--- src/rtl/tcap_pkg.sv ---
package tcap_pkg;
    localparam int TC_WORD_W   = 8;
    localparam int TC_CODE_W   = 5;
    localparam int TC_STBY_POS = 5;
    localparam int TC_RSVD_LO  = 6;

    typedef struct packed {
        logic                 standby;
        logic [TC_CODE_W-1:0] code;
    } tcap_active_t;
endpackage

--- src/rtl/tcap_sync.sv ---
module tcap_sync #(
    parameter int WIDTH  = 3,
    parameter int STAGES = 2
) (
    input  logic             clk,
    input  logic             rst_n,
    input  logic [WIDTH-1:0] din,
    output logic [WIDTH-1:0] level
);
    logic [STAGES-1:0][WIDTH-1:0] chain_d, chain_q;

    always_comb begin
        chain_d[0] = din;
        for (int i = 1; i < STAGES; i++) begin
            chain_d[i] = chain_q[i-1];
        end
    end

    always_ff @(posedge clk or negedge rst_n) begin
        if (!rst_n) begin
            chain_q <= '0;
        end else begin
            chain_q <= chain_d;
        end
    end

    assign level = chain_q[STAGES-1];
endmodule

--- src/rtl/tcap_shifter.sv ---
module tcap_shifter #(
    parameter int W = 8
) (
    input  logic         clk,
    input  logic         rst_n,
    input  logic         shift_en,
    input  logic         bit_in,
    output logic [W-1:0] word
);
    logic [W-1:0] word_d, word_q;

    always_comb begin
        word_d = word_q;
        if (shift_en) begin
            word_d = {word_q[W-2:0], bit_in};
        end
    end

    always_ff @(posedge clk or negedge rst_n) begin
        if (!rst_n) begin
            word_q <= '0;
        end else begin
            word_q <= word_d;
        end
    end

    assign word = word_q;
endmodule

--- src/rtl/tcap_settle.sv ---
module tcap_settle #(
    parameter int SWITCH_CYCLES = 1200,
    parameter int WAKE_CYCLES   = 7000
) (
    input  logic clk,
    input  logic rst_n,
    input  logic load,
    input  logic wake,
    output logic ready
);
    localparam int MAXC = (WAKE_CYCLES > SWITCH_CYCLES) ? WAKE_CYCLES : SWITCH_CYCLES;
    localparam int CW   = $clog2(MAXC + 1);
    localparam logic [CW-1:0] SW_LD = CW'(SWITCH_CYCLES - 1);
    localparam logic [CW-1:0] WK_LD = CW'(WAKE_CYCLES - 1);

    typedef struct packed {
        logic [CW-1:0] cnt;
        logic          rdy;
    } settle_t;

    settle_t st_d, st_q;

    always_comb begin
        st_d = st_q;
        if (load) begin
            st_d.cnt = wake ? WK_LD : SW_LD;
            st_d.rdy = 1'b0;
        end else if (st_q.cnt != '0) begin
            st_d.cnt = st_q.cnt - 1'b1;
        end else begin
            st_d.rdy = 1'b1;
        end
    end

    always_ff @(posedge clk or negedge rst_n) begin
        if (!rst_n) begin
            st_q.cnt <= WK_LD;
            st_q.rdy <= 1'b0;
        end else begin
            st_q <= st_d;
        end
    end

    assign ready = st_q.rdy;
endmodule

--- src/rtl/tcap_serial_rx.sv ---
module tcap_serial_rx
    import tcap_pkg::*;
#(
    parameter int SYNC_STAGES   = 2,
    parameter int SWITCH_CYCLES = 1200,
    parameter int WAKE_CYCLES   = 7000
) (
    input  logic                 clk,
    input  logic                 rst_n,
    input  logic                 ser_clk,
    input  logic                 ser_dat,
    input  logic                 ser_en,
    output logic [TC_CODE_W-1:0] tune_code,
    output logic                 standby,
    output logic                 ready,
    output logic                 rsvd_err
);
    localparam int LN_CLK = 0;
    localparam int LN_DAT = 1;
    localparam int LN_EN  = 2;

    typedef struct packed {
        logic         clk_prev;
        logic         en_prev;
        tcap_active_t act;
        logic         err;
    } rx_state_t;

    logic [2:0]           sync_lvl;
    logic                 sclk_rise;
    logic                 en_lvl;
    logic                 en_fall;
    logic                 shift_en;
    logic                 wake_sel;
    logic [TC_WORD_W-1:0] shift_word;
    rx_state_t            rx_d, rx_q;

    tcap_sync #(.WIDTH(3), .STAGES(SYNC_STAGES)) u_sync (
        .clk   (clk),
        .rst_n (rst_n),
        .din   ({ser_en, ser_dat, ser_clk}),
        .level (sync_lvl)
    );

    assign en_lvl    = sync_lvl[LN_EN];
    assign sclk_rise = sync_lvl[LN_CLK] & ~rx_q.clk_prev;
    assign en_fall   = ~sync_lvl[LN_EN] & rx_q.en_prev;
    assign shift_en  = sclk_rise & en_lvl;

    tcap_shifter #(.W(TC_WORD_W)) u_shift (
        .clk      (clk),
        .rst_n    (rst_n),
        .shift_en (shift_en),
        .bit_in   (sync_lvl[LN_DAT]),
        .word     (shift_word)
    );

    assign wake_sel = rx_q.act.standby & ~shift_word[TC_STBY_POS];

    tcap_settle #(.SWITCH_CYCLES(SWITCH_CYCLES), .WAKE_CYCLES(WAKE_CYCLES)) u_settle (
        .clk   (clk),
        .rst_n (rst_n),
        .load  (en_fall),
        .wake  (wake_sel),
        .ready (ready)
    );

    always_comb begin
        rx_d          = rx_q;
        rx_d.clk_prev = sync_lvl[LN_CLK];
        rx_d.en_prev  = sync_lvl[LN_EN];
        if (en_fall) begin
            rx_d.act.code    = shift_word[TC_CODE_W-1:0];
            rx_d.act.standby = shift_word[TC_STBY_POS];
            rx_d.err         = rx_q.err | (|shift_word[TC_WORD_W-1:TC_RSVD_LO]);
        end
    end

    always_ff @(posedge clk or negedge rst_n) begin
        if (!rst_n) begin
            rx_q <= '0;
        end else begin
            rx_q <= rx_d;
        end
    end

    assign tune_code = rx_q.act.code;
    assign standby   = rx_q.act.standby;
    assign rsvd_err  = rx_q.err;
endmodule

--- config.mk ---
export PLATFORM = sky130hd
export DESIGN_NAME = tcap_serial_rx
export DESIGN_NICKNAME = d
export VERILOG_FILES = /design/src/rtl/tcap_pkg.sv /design/src/rtl/tcap_sync.sv /design/src/rtl/tcap_shifter.sv /design/src/rtl/tcap_settle.sv /design/src/rtl/tcap_serial_rx.sv
export SDC_FILE = /design/constraint.sdc
export NUM_CORES = 1
export LEC_CHECK = 0
export ABC_CLOCK_PERIOD_IN_PS = 1600
export BUFFER_PORTS_ARGS = -buffer_cell sky130_fd_sc_hd__buf_4
export CORE_MARGIN = 1.5
export CORE_UTILIZATION = 30
export DETAILED_ROUTE_END_ITERATION = 12
export GPL_ROUTABILITY_DRIVEN = 0
export HOLD_SLACK_MARGIN = 0.12
export PLACE_DENSITY = 0.45
export SETUP_SLACK_MARGIN = 0.5
export SYNTH_ARGS = -nofsm -noshare
export SYNTH_HDL_FRONTEND = slang
export SYNTH_SLANG_ARGS = --single-unit
--- constraint.sdc ---
create_clock -name clk -period 1.6 [get_ports clk]
set_input_delay 0.16 -clock clk [delete_from_list [all_inputs] [get_ports clk]]
set_output_delay 0.16 -clock clk [all_outputs]
set_load 0.005 [all_outputs]
Yosys cells after proc, flatten, opt, wreduce, memory -nomap -nowiden
Index checks and enable logic that the tools add are counted.
Storage, ports and cells
  register bits after elaboration: 37
  output and inout bits: 8
Operators by class
  bitwise gates (word level): 8
  reduce and logical (&&, ||, !) cells: 3
  muxes and demuxes: 4
  equality and inequality tests: 1
  $add $sub $neg: 1
Operators with widths (count)
  $mux 13: 2
  $mux 14: 1
  $reduce_bool 13->1: 1
  $sub 13x1->13 const B: 1
  $and 1x1->1: 4
  $not 1->1: 3
  $ne 2x2->1 const B: 1
  $reduce_bool 2->1: 1
  $reduce_or 2->1: 1
  $mux 1: 1
  $or 1x1->1: 1

Logic depth before layout (Yosys ltp)
Gate-level depths: netlist (run 1).
  depth in word-level cells: 4
  gate-level depth with buffers: 6
  gate-level depth less buffers: 6

By module
From an unflattened synthesis (run 1), not the netlist that was laid out.
Unflattened totals
  cell total of the unflattened synthesis: 122
  area, all modules: 1689.1 um2
By module, submodules not included
  tcap_settle: area each 808.3 um2, cells an instance 73, seq. area each 361.6 um2, instances 1
  tcap_serial_rx: area each 399.1 um2, cells an instance 26, seq. area each 225.2 um2, instances 1
  tcap_shifter: area each 331.6 um2, cells an instance 17, seq. area each 200.2 um2, instances 1
  tcap_sync: area each 150.1 um2, cells an instance 6, seq. area each 150.1 um2, instances 1

Least setup slack after synthesis (run 1)
Ideal clock, no wire load.
  path kind: register to register
  start: reg u_settle.st_q[1] (netlist bit)
  end: reg u_settle.st_q[13] (netlist bit)
  arrival time: 1.652 ns
  stages on the path, launching flop included: 7
  required time: 1.531 ns
  library setup time: 0.069 ns
  setup slack: -0.121 ns
  cells stage by stage: dfstp_2 -> inv_1 -> ha_1 -> or4b_4 -> or3_1 -> xor2_1 -> o21ai_2
Between the ends
  word-level cells in the longest chain between the ends: 3
  elaborated cells on any way between the ends: 5
  those cells by class: 1 x add/sub; 2 x mux; 2 x reduce/logical
Ends and longest elaborated chain
  start, declared: RTL line tcap_settle.sv:21  | settle_t st_d, st_q;
  start signal, assigned: RTL line tcap_settle.sv:40  | st_q <= st_d;
  $sub 13x1->13: RTL line tcap_settle.sv:29  | st_d.cnt = st_q.cnt - 1'b1;
  $mux 13: RTL line tcap_settle.sv:28  | end else if (st_q.cnt != '0) begin
  $mux 14: RTL line tcap_settle.sv:25  | if (load) begin
Parallel ways exist; a longest one is shown, timed or not. The select of a mux whose other input is x is not followed.
A chain may end at the register's enable or synchronous reset.

Final worst setup path (run 1)
  start: reg u_settle.st_q[2] (netlist bit)
  end: reg u_settle.st_q[13] (netlist bit)
The elaborated chain is that of the path after synthesis.

==> results.md, run 1 <==
- Skew final: 7.461 ps
- Routed vias/inst: 4.556
- Share of the synthesized area in the top cell type: 0.4406
- Area grow syn2layout: 34.93%
- Placed cells: 226
- Fin nets: 177
- R2r startpoint: u_settle.st_q[2]
- Slew at the pin closest to its max-slew limit: 466.6 ps
- Die Y: 75.81 µm
- Root Driver: clkbuf_8
- Design area: 0.002146 mm²
- Fin cells: 241
- Slowest CP cell: or4b_4
- Area contributors post-synth: dfrtp_1 (44%), dfstp_2 (15%), nand2_1 (5.9%)
- Overflow after GRT: 0
- Share of power burned in combinational logic: 0.306
- Dpl cell area: 0.001846 mm²
- Slowest cell delay on critical path: 480 ps
- Sw Ratio: 0.3191
- IO Port Bufs: 12
- 1st-iter DRT viols: 65
- Switching power: 0.0009854 W
- Clock latency on the worst-skew pair: 280 ps
- Via total after detailed routing: 1,098
- Yosys top cell by area: dfrtp_1
- Seq/Total Area, Yosys: 0.5893
- Worst path cell trace: inv_2 > ha_4 > or4b_4 > or3_4 > xor2_1 > o21ai_2
- Level count of the clock H-tree: 2
- Hold_sp: u_sync.chain_d[3]
- Hold Crit Class: reg -> reg
- Yosys warning total: 0
- Reg2Reg Setup Slack: -110 ps
- Routed wire length: 3.227 mm
- Clock Power Share: 0.203
- Ant. Diodes: 0
- DR DRC count: 0
- First-pass GRT wire length: 5.340 mm
- Initial antenna violation count: 0
- Post-Synthesis Cell Area: 0.001590 mm²
- DR WL/cell: 13.39 µm
- Mean area per synthesized cell: 11.61 µm²
- Total core area: 0.005107 mm²
- Total Routing Usage GR: 0.1254
- Vias in the first global route: 1,085
- Die Wd: 75.81 µm
- RR Endpoint: u_settle.st_q[13]
- Sequential share of power: 0.491
- Final setup vio count: 3
- CTS tree: done
- Hold depth: 0
- Synth Register Bits: 37
- Initial Util: 0.3114
- Crit share post-route: 1.071
- Fin crit period: 1713 ps
- Failing checks: setup timing
- Final Hold Viols: 0
- # IOs: 13
- Synth cell types: 34
- Unrepaired setup endpoints after global routing: true
- P_leak: 0.9524 nW
- DIE AREA: 0.005746 mm²
- Power Total: 0.003088 W
- Sinks on Clock Net: 37
- Syn Nets: 144
- HPWL after DPL: 1.972 mm
- R2r worst-path depth: 6
- Peak VDD IR: 0.0007095 V
- Critical path endpoint category: flip-flop
- PD cells: 1439 mW/mm²
- Hold path endpoint: u_sync.level[0]
- CP Max Fanout: 4
- Final core utilization: 0.4201
- Initial DRT Pass Iterations: 4
- Relative slew slack: 0.6889
- Syn Inst Count: 137
- Largest net degree at the start of global routing: 38
- Crit path DAT: 1940 ps
- Critical Path Start Type: flip-flop
- Kind of critical path: reg -> reg
- Worst setup margin: -113.2 ps
- Post-place setup slack: -160.5 ps
- Antenna-violating nets left: 0
- Slew Viols, Final: 0
- Total CTS buffers: 5
- Site Rows: 26
- Status: complete, but fails checks
- Max-cap violations: 0
- Fmax: 0.5837 GHz
- Clk buf depth: 2
- Layout cells sized above 1: 0.4503
- Data required time at the worst endpoint: 1820 ps
- Int Power: 0.002103 W
- Reg clk slew, reported paths: 80 ps
==> registers in the layout, summed over array words and instances, names as in the netlist <==
name / cells
rsvd_err: 1
rx_q: 2
standby: 1
tune_code: 5
u_settle.ready: 1
u_settle.st_q: 13
u_shift.word: 8
u_sync.chain_d: 3
u_sync.level: 3
==> worst max-delay path, delay by kind of cell, from the launching register on <==
kind	cells	cell delay (ps)
buffers and inverters	1	70
and+or+nand+nor	2	820
xor gates and xnor gates	1	150
AOI/OAI and AO/OA	1	100
DFF	1	380
adders and majority gates	1	130
==> layout make-up <==
| type | count | area [µm²] |
|---|---|---|
| clock buffers | 6 | 72.57 |
| clock inverters | 2 | 10.01 |
| fillers | 479 | 2962 |
| inverters | 4 | 15.01 |
| multi-input cells | 90 | 745.7 |
| flip-flops and latches | 37 | 937.1 |
| well taps | 70 | 87.58 |
| repair buffers | 32 | 277.8 |
==> cells in the final DEF, fill, tap and decap left out, types with 2 or more instances in the layout <==
cell            n
dfrtp_1        28
xnor2_1         3
mux2_4          8
dfstp_2         9
nor4_4          2
xor2_1          6
nand4_4         2
nand2_2         2
o21ai_1         7
dlygate4sd3_1   4
buf_6           4
inv_2           2
o21ai_0         2
nand2_1        22
buf_4          23
clkbuf_8        5
ha_4            2
o21ai_2         2
clkinv_2        2
inv_1           2
nor2_1          5
o31ai_1         2
==> logic make-up after synthesis <==
kind of cell    count (synthesis)  synth area share
compound gates                 18           0.06610
xor+xnor                        9           0.04957
fa+ha+maj                       2           0.01573
buf+inv                        11           0.04878
flops                          37            0.5893
mux                             8           0.05665
simple gates                   52            0.1739
==> cell usage after synthesis <==
cell type	number
a21boi_0	1
a21oi_1	2
a31oi_1	1
and2_0	2
buf_4	5
buf_6	1
clkbuf_8	1
dfrtp_1	28
dfstp_2	9
ha_1	2
inv_1	4
mux2_2	8
nand2_1	25
nand3_1	2
nand3b_1	1
nand3b_2	1
nand4_1	1
nand4_2	1
nor2_1	6
nor2b_1	2
nor3_1	3
nor4_1	1
nor4_2	1
o21ai_0	10
o21ai_2	1
o21bai_1	1
o31ai_1	2
or2b_2	1
or3_1	2
or4_1	1
or4_4	1
or4b_4	1
xnor2_1	3
xor2_1	6
==> power by group through the flow <==
stage          Combinational, W  Sequential (W)  Clock, W
2_1_floorplan          0.000453         0.00150         0
3_3_place_gp           0.000741         0.00150         0
3_5_place_dp           0.000756         0.00152         0
4_1_cts                0.000868         0.00151  0.000643
5_1_grt                 0.00106         0.00155  0.000679
6_report               0.000946         0.00152  0.000626
==> how the worst max path moves through the flow <==
| stage | startpoint | end | slack, ps | cells after the start |
|---|---|---|---|---|
| after global placement | u_settle.st_q[2] | u_settle.st_q[13] | -130 | 6 |
| after CTS | u_settle.st_q[2] | u_settle.st_q[13] | -110 | 6 |
| after global routing | u_settle.st_q[2] | u_settle.st_q[13] | -190 | 6 |
| after floorplan | u_settle.st_q[2] | u_settle.st_q[13] | -110 | 6 |
| final | u_settle.st_q[2] | u_settle.st_q[13] | -110 | 6 |
| after detailed placement | u_settle.st_q[2] | u_settle.st_q[13] | -160 | 6 |
==> stage by stage <==
step                      hold WS, ps  TNS, ps
final                           352.5   -301.3
after global placement          149.1   -385.4
after global routing            357.1   -654.4
after detailed placement        155.6   -603.5
after CTS                       353.5   -316.2
after floorplan                -135.6   -146.0
==> timing repair <==
| item | 4_1_cts | 5_1_grt |
|---|---|---|
| setup endpoints to repair | 29 | 22 |
| cloned | 1 | 0 |
| hold endpoints to repair | 31 | 0 |
| buffers inserted | 2 | 0 |
| pin swaps | 3 | 4 |
| resized for setup | 14 | 22 |
| hold buffers | 4 | 0 |
==> metal layers <==
| metal | wire [µm] | track usage | part of all wire | vias up |
|---|---|---|---|---|
| met5 | 0 | 0 | 0 | - |
| li1 | - | - | - | 522 |
| met1 | 1612 | 0.1789 | 0.50 | 555 |
| met4 | 24 | 0.04563 | 0.0074 | 0 |
| met2 | 1503 | 0.1836 | 0.47 | 17 |
| met3 | 87 | 0.03175 | 0.027 | 4 |
Note: power is estimated with default switching activity, not from simulation.
==> run 2: changes to the inputs <==
Settings changed: CORE_UTILIZATION 30 to 52, PLACE_DENSITY 0.45 to 0.72.
==> results.md, run 2 (synthesis gave the netlist of run 1 again) <==
- Status: complete, but fails checks
- Failing checks: setup timing
- DR DRC count: 0 (unchanged)
- Power Total: 0.003043 W (-1.4%)
- Root Driver: clkbuf_4
- Total CTS buffers: 5 (unchanged)
- Die Y: 58.30 µm (-23%)
- Placed cells: 187 (-17%)
- Site Rows: 19 (-27%)
- Area grow syn2layout: 31.08%
- Fin crit period: 1724 ps (+10.67 ps)
- Total Routing Usage GR: 0.2159 (+0.09053)
- Unrepaired setup endpoints after global routing: true
- Met1 wire length: 1.333 mm (-17%)
- Kind of critical path: reg -> reg
- Level count of the clock H-tree: 2 (unchanged)
- Crit share post-route: 1.077 (+0.006671)
- Top Layer Used: met4
- R2r worst-path depth: 6 (unchanged)
- Reg clk slew, reported paths: 110 ps (+30 ps)
- Overflow after GRT: 0 (unchanged)
- RR Endpoint: u_settle.st_q[13]
- Final Hold Viols: 0 (unchanged)
- Met2 wire len: 1.547 mm (+2.9%)
- Commonest cells after routing, fill and taps aside: dfrtp_1 (28), buf_4 (25), nand2_1 (23)
- Ant. Diodes: 0 (unchanged)
- Sinks on Clock Net: 37 (unchanged)
- Layout cells sized above 1: 0.4477 (-0.002618)
- Slew at the pin closest to its max-slew limit: 449.8 ps (-16.85 ps)
- Via total after detailed routing: 1,099 (+0.091%)
- R2r startpoint: u_settle.st_q[2]
- Routed wl met3: 152 µm (+75%)
- Final setup vio count: 3 (unchanged)
- Initial Util: 0.5621 (+0.2508)
- DIE AREA: 0.003399 mm² (-41%)
- Worst setup path start: u_settle.st_q[2]
- Initial antenna violation count: 0 (unchanged)
- 1st-iter DRT viols: 42 (-35%)
- Fmax: 0.5801 GHz (-0.62%)
- Share of power burned in combinational logic: 0.307 (about the same)
- Reg2Reg Setup Slack: -120 ps (about the same)
- Fin cells: 203 (-16%)
- Data required time at the worst endpoint: 1890 ps (+70 ps)
- Sum Neg Setup Slack: -296.5 ps (+4.802 ps)
- HPWL after DPL: 1.963 mm (-0.42%)
- Commonest non-fill, non-tap cell in the layout: dfrtp_1
- Slew Viols, Final: 0 (unchanged)
- Max-cap violations: 0 (unchanged)
- Routed wire length: 3.081 mm (-4.5%)
- Fin nets: 179 (+1.1%)
- Skew final: 7.075 ps (-0.3853 ps)
- Peak VDD IR: 0.001060 V (+49%)
- IO Port Bufs: 12 (unchanged)
- Largest Register: u_settle.st_q
- # IOs: 13 (unchanged)
- Clock latency on the worst-skew pair: 350 ps (+70 ps)
- Sw Ratio: 0.3100 (-0.009121)
- Vias in the first global route: 1,166 (+7.5%)
- Worst setup margin: -123.9 ps (-10.67 ps)
- Int Power: 0.002100 W (-0.12%)
- First-pass GRT wire length: 5.244 mm (-1.8%)
- Antenna-violating nets left: 0 (unchanged)
- Die Wd: 58.30 µm (-23%)
- Critical path endpoint category: flip-flop
- Crit path DAT: 2010 ps (+70 ps)
- CTS tree: done
- Routed vias/inst: 5.414 (+19%)
- Crit path to: u_settle.st_q[13]
- Sequential share of power: 0.490 (about the same)
- Clock Power Share: 0.204 (about the same)
- Switching power: 0.0009434 W (-4.3%)
- Max reg flops: 13 (unchanged)
- Relative slew slack: 0.7002 (+0.01123)
- DR WL/cell: 15.18 µm (+13%)
- Hold Crit Class: in -> async
- Min Hold Slack: 290.2 ps (-62.34 ps)
- Total core area: 0.002829 mm² (-45%)
- Clk buf depth: 2 (unchanged)
- CP Max Fanout: 5 (+1)
- PD cells: 1460 mW/mm² (+1.5%)
- Critical Path Start Type: flip-flop
- P_leak: 0.9549 nW (+0.26%)
- Largest net degree at the start of global routing: 38 (unchanged)
- Initial DRT Pass Iterations: 6 (+2)
## run 2: cell count changes in the layout (fill, tap and decap cells not counted), moves of 2 or more
cell,previous run,this run
and2_0,0,2
buf_4,23,25
clkbuf_4,0,5
clkbuf_8,5,0
o21ai_1,7,4
o21ai_2,2,6
## run 2: what timing repair did
item / 4_1_cts / 5_1_grt
endpoints found under the hold margin: 40 / 0
gates resized for setup: 20 / 14
pin swaps: 4 / 7
setup buffers: 5 / 0
endpoints found under the setup margin: 28 / 24
hold buffers: 4 / 0
## run 2: area by class of cell
cell class | count | area, µm²
fillers | 196 | 744.5
well taps | 31 | 38.79
clock inverters | 2 | 35.03
repair buffers | 35 | 304.0
clock buffers | 5 | 37.54
inverters | 4 | 15.01
flip-flops and latches | 37 | 937.1
multi-input cells | 89 | 716.9
## run 2: worst min path at each step
| stage | end | slack, ps | cells past startpoint |
|---|---|---|---|
| 2_1_floorplan | rsvd_err | -140 | 0 |
| 3_3_place_gp | u_settle.ready | 130 | 1 |
| 3_5_place_dp | u_settle.st_q[11] | 140 | 1 |
| 4_1_cts | u_settle.st_q[11] | 310 | 2 |
| 5_1_grt | tune_code[2] | 320 | 2 |
| 6_report | u_settle.st_q[11] | 290 | 2 |
## run 2: power by group through the flow
| stage | Combinational, W | Clock (W) | Sequential, W |
|---|---|---|---|
| after floorplan | 0.000453 | 0 | 0.00150 |
| after global placement | 0.000764 | 0 | 0.00147 |
| after detailed placement | 0.000795 | 0 | 0.00149 |
| after CTS | 0.000889 | 0.000628 | 0.00148 |
| after global routing | 0.00102 | 0.000677 | 0.00153 |
| final | 0.000934 | 0.000619 | 0.00149 |
## run 2: worst max-delay path, cell delays in order (launching register included)
cell and delay [ps]:
dfstp_2 380, inv_2 70, ha_4 130, or4b_4 480, or3_4 340, xor2_1 150
o21ai_2 110
## run 2: metal layers
metal	GRT usage	vias to the layer above
li1	-	532
met1	0.2642	534
met2	0.3419	29
met3	0.07253	4
met4	0.1096	0
met5	0	-
## run 2: per-stage QoR
step | utilization | cell area [µm²] | setup WS, ps
finish | 0.7368 | 2085 | -123.9
global route | 0.7368 | 2085 | -180.9
CTS | 0.7218 | 2042 | -113.1
detailed placement | 0.6351 | 1797 | -152.0
global placement | 0.6351 | 1797 | -124.5
floorplan | - | 1625 | -113.9
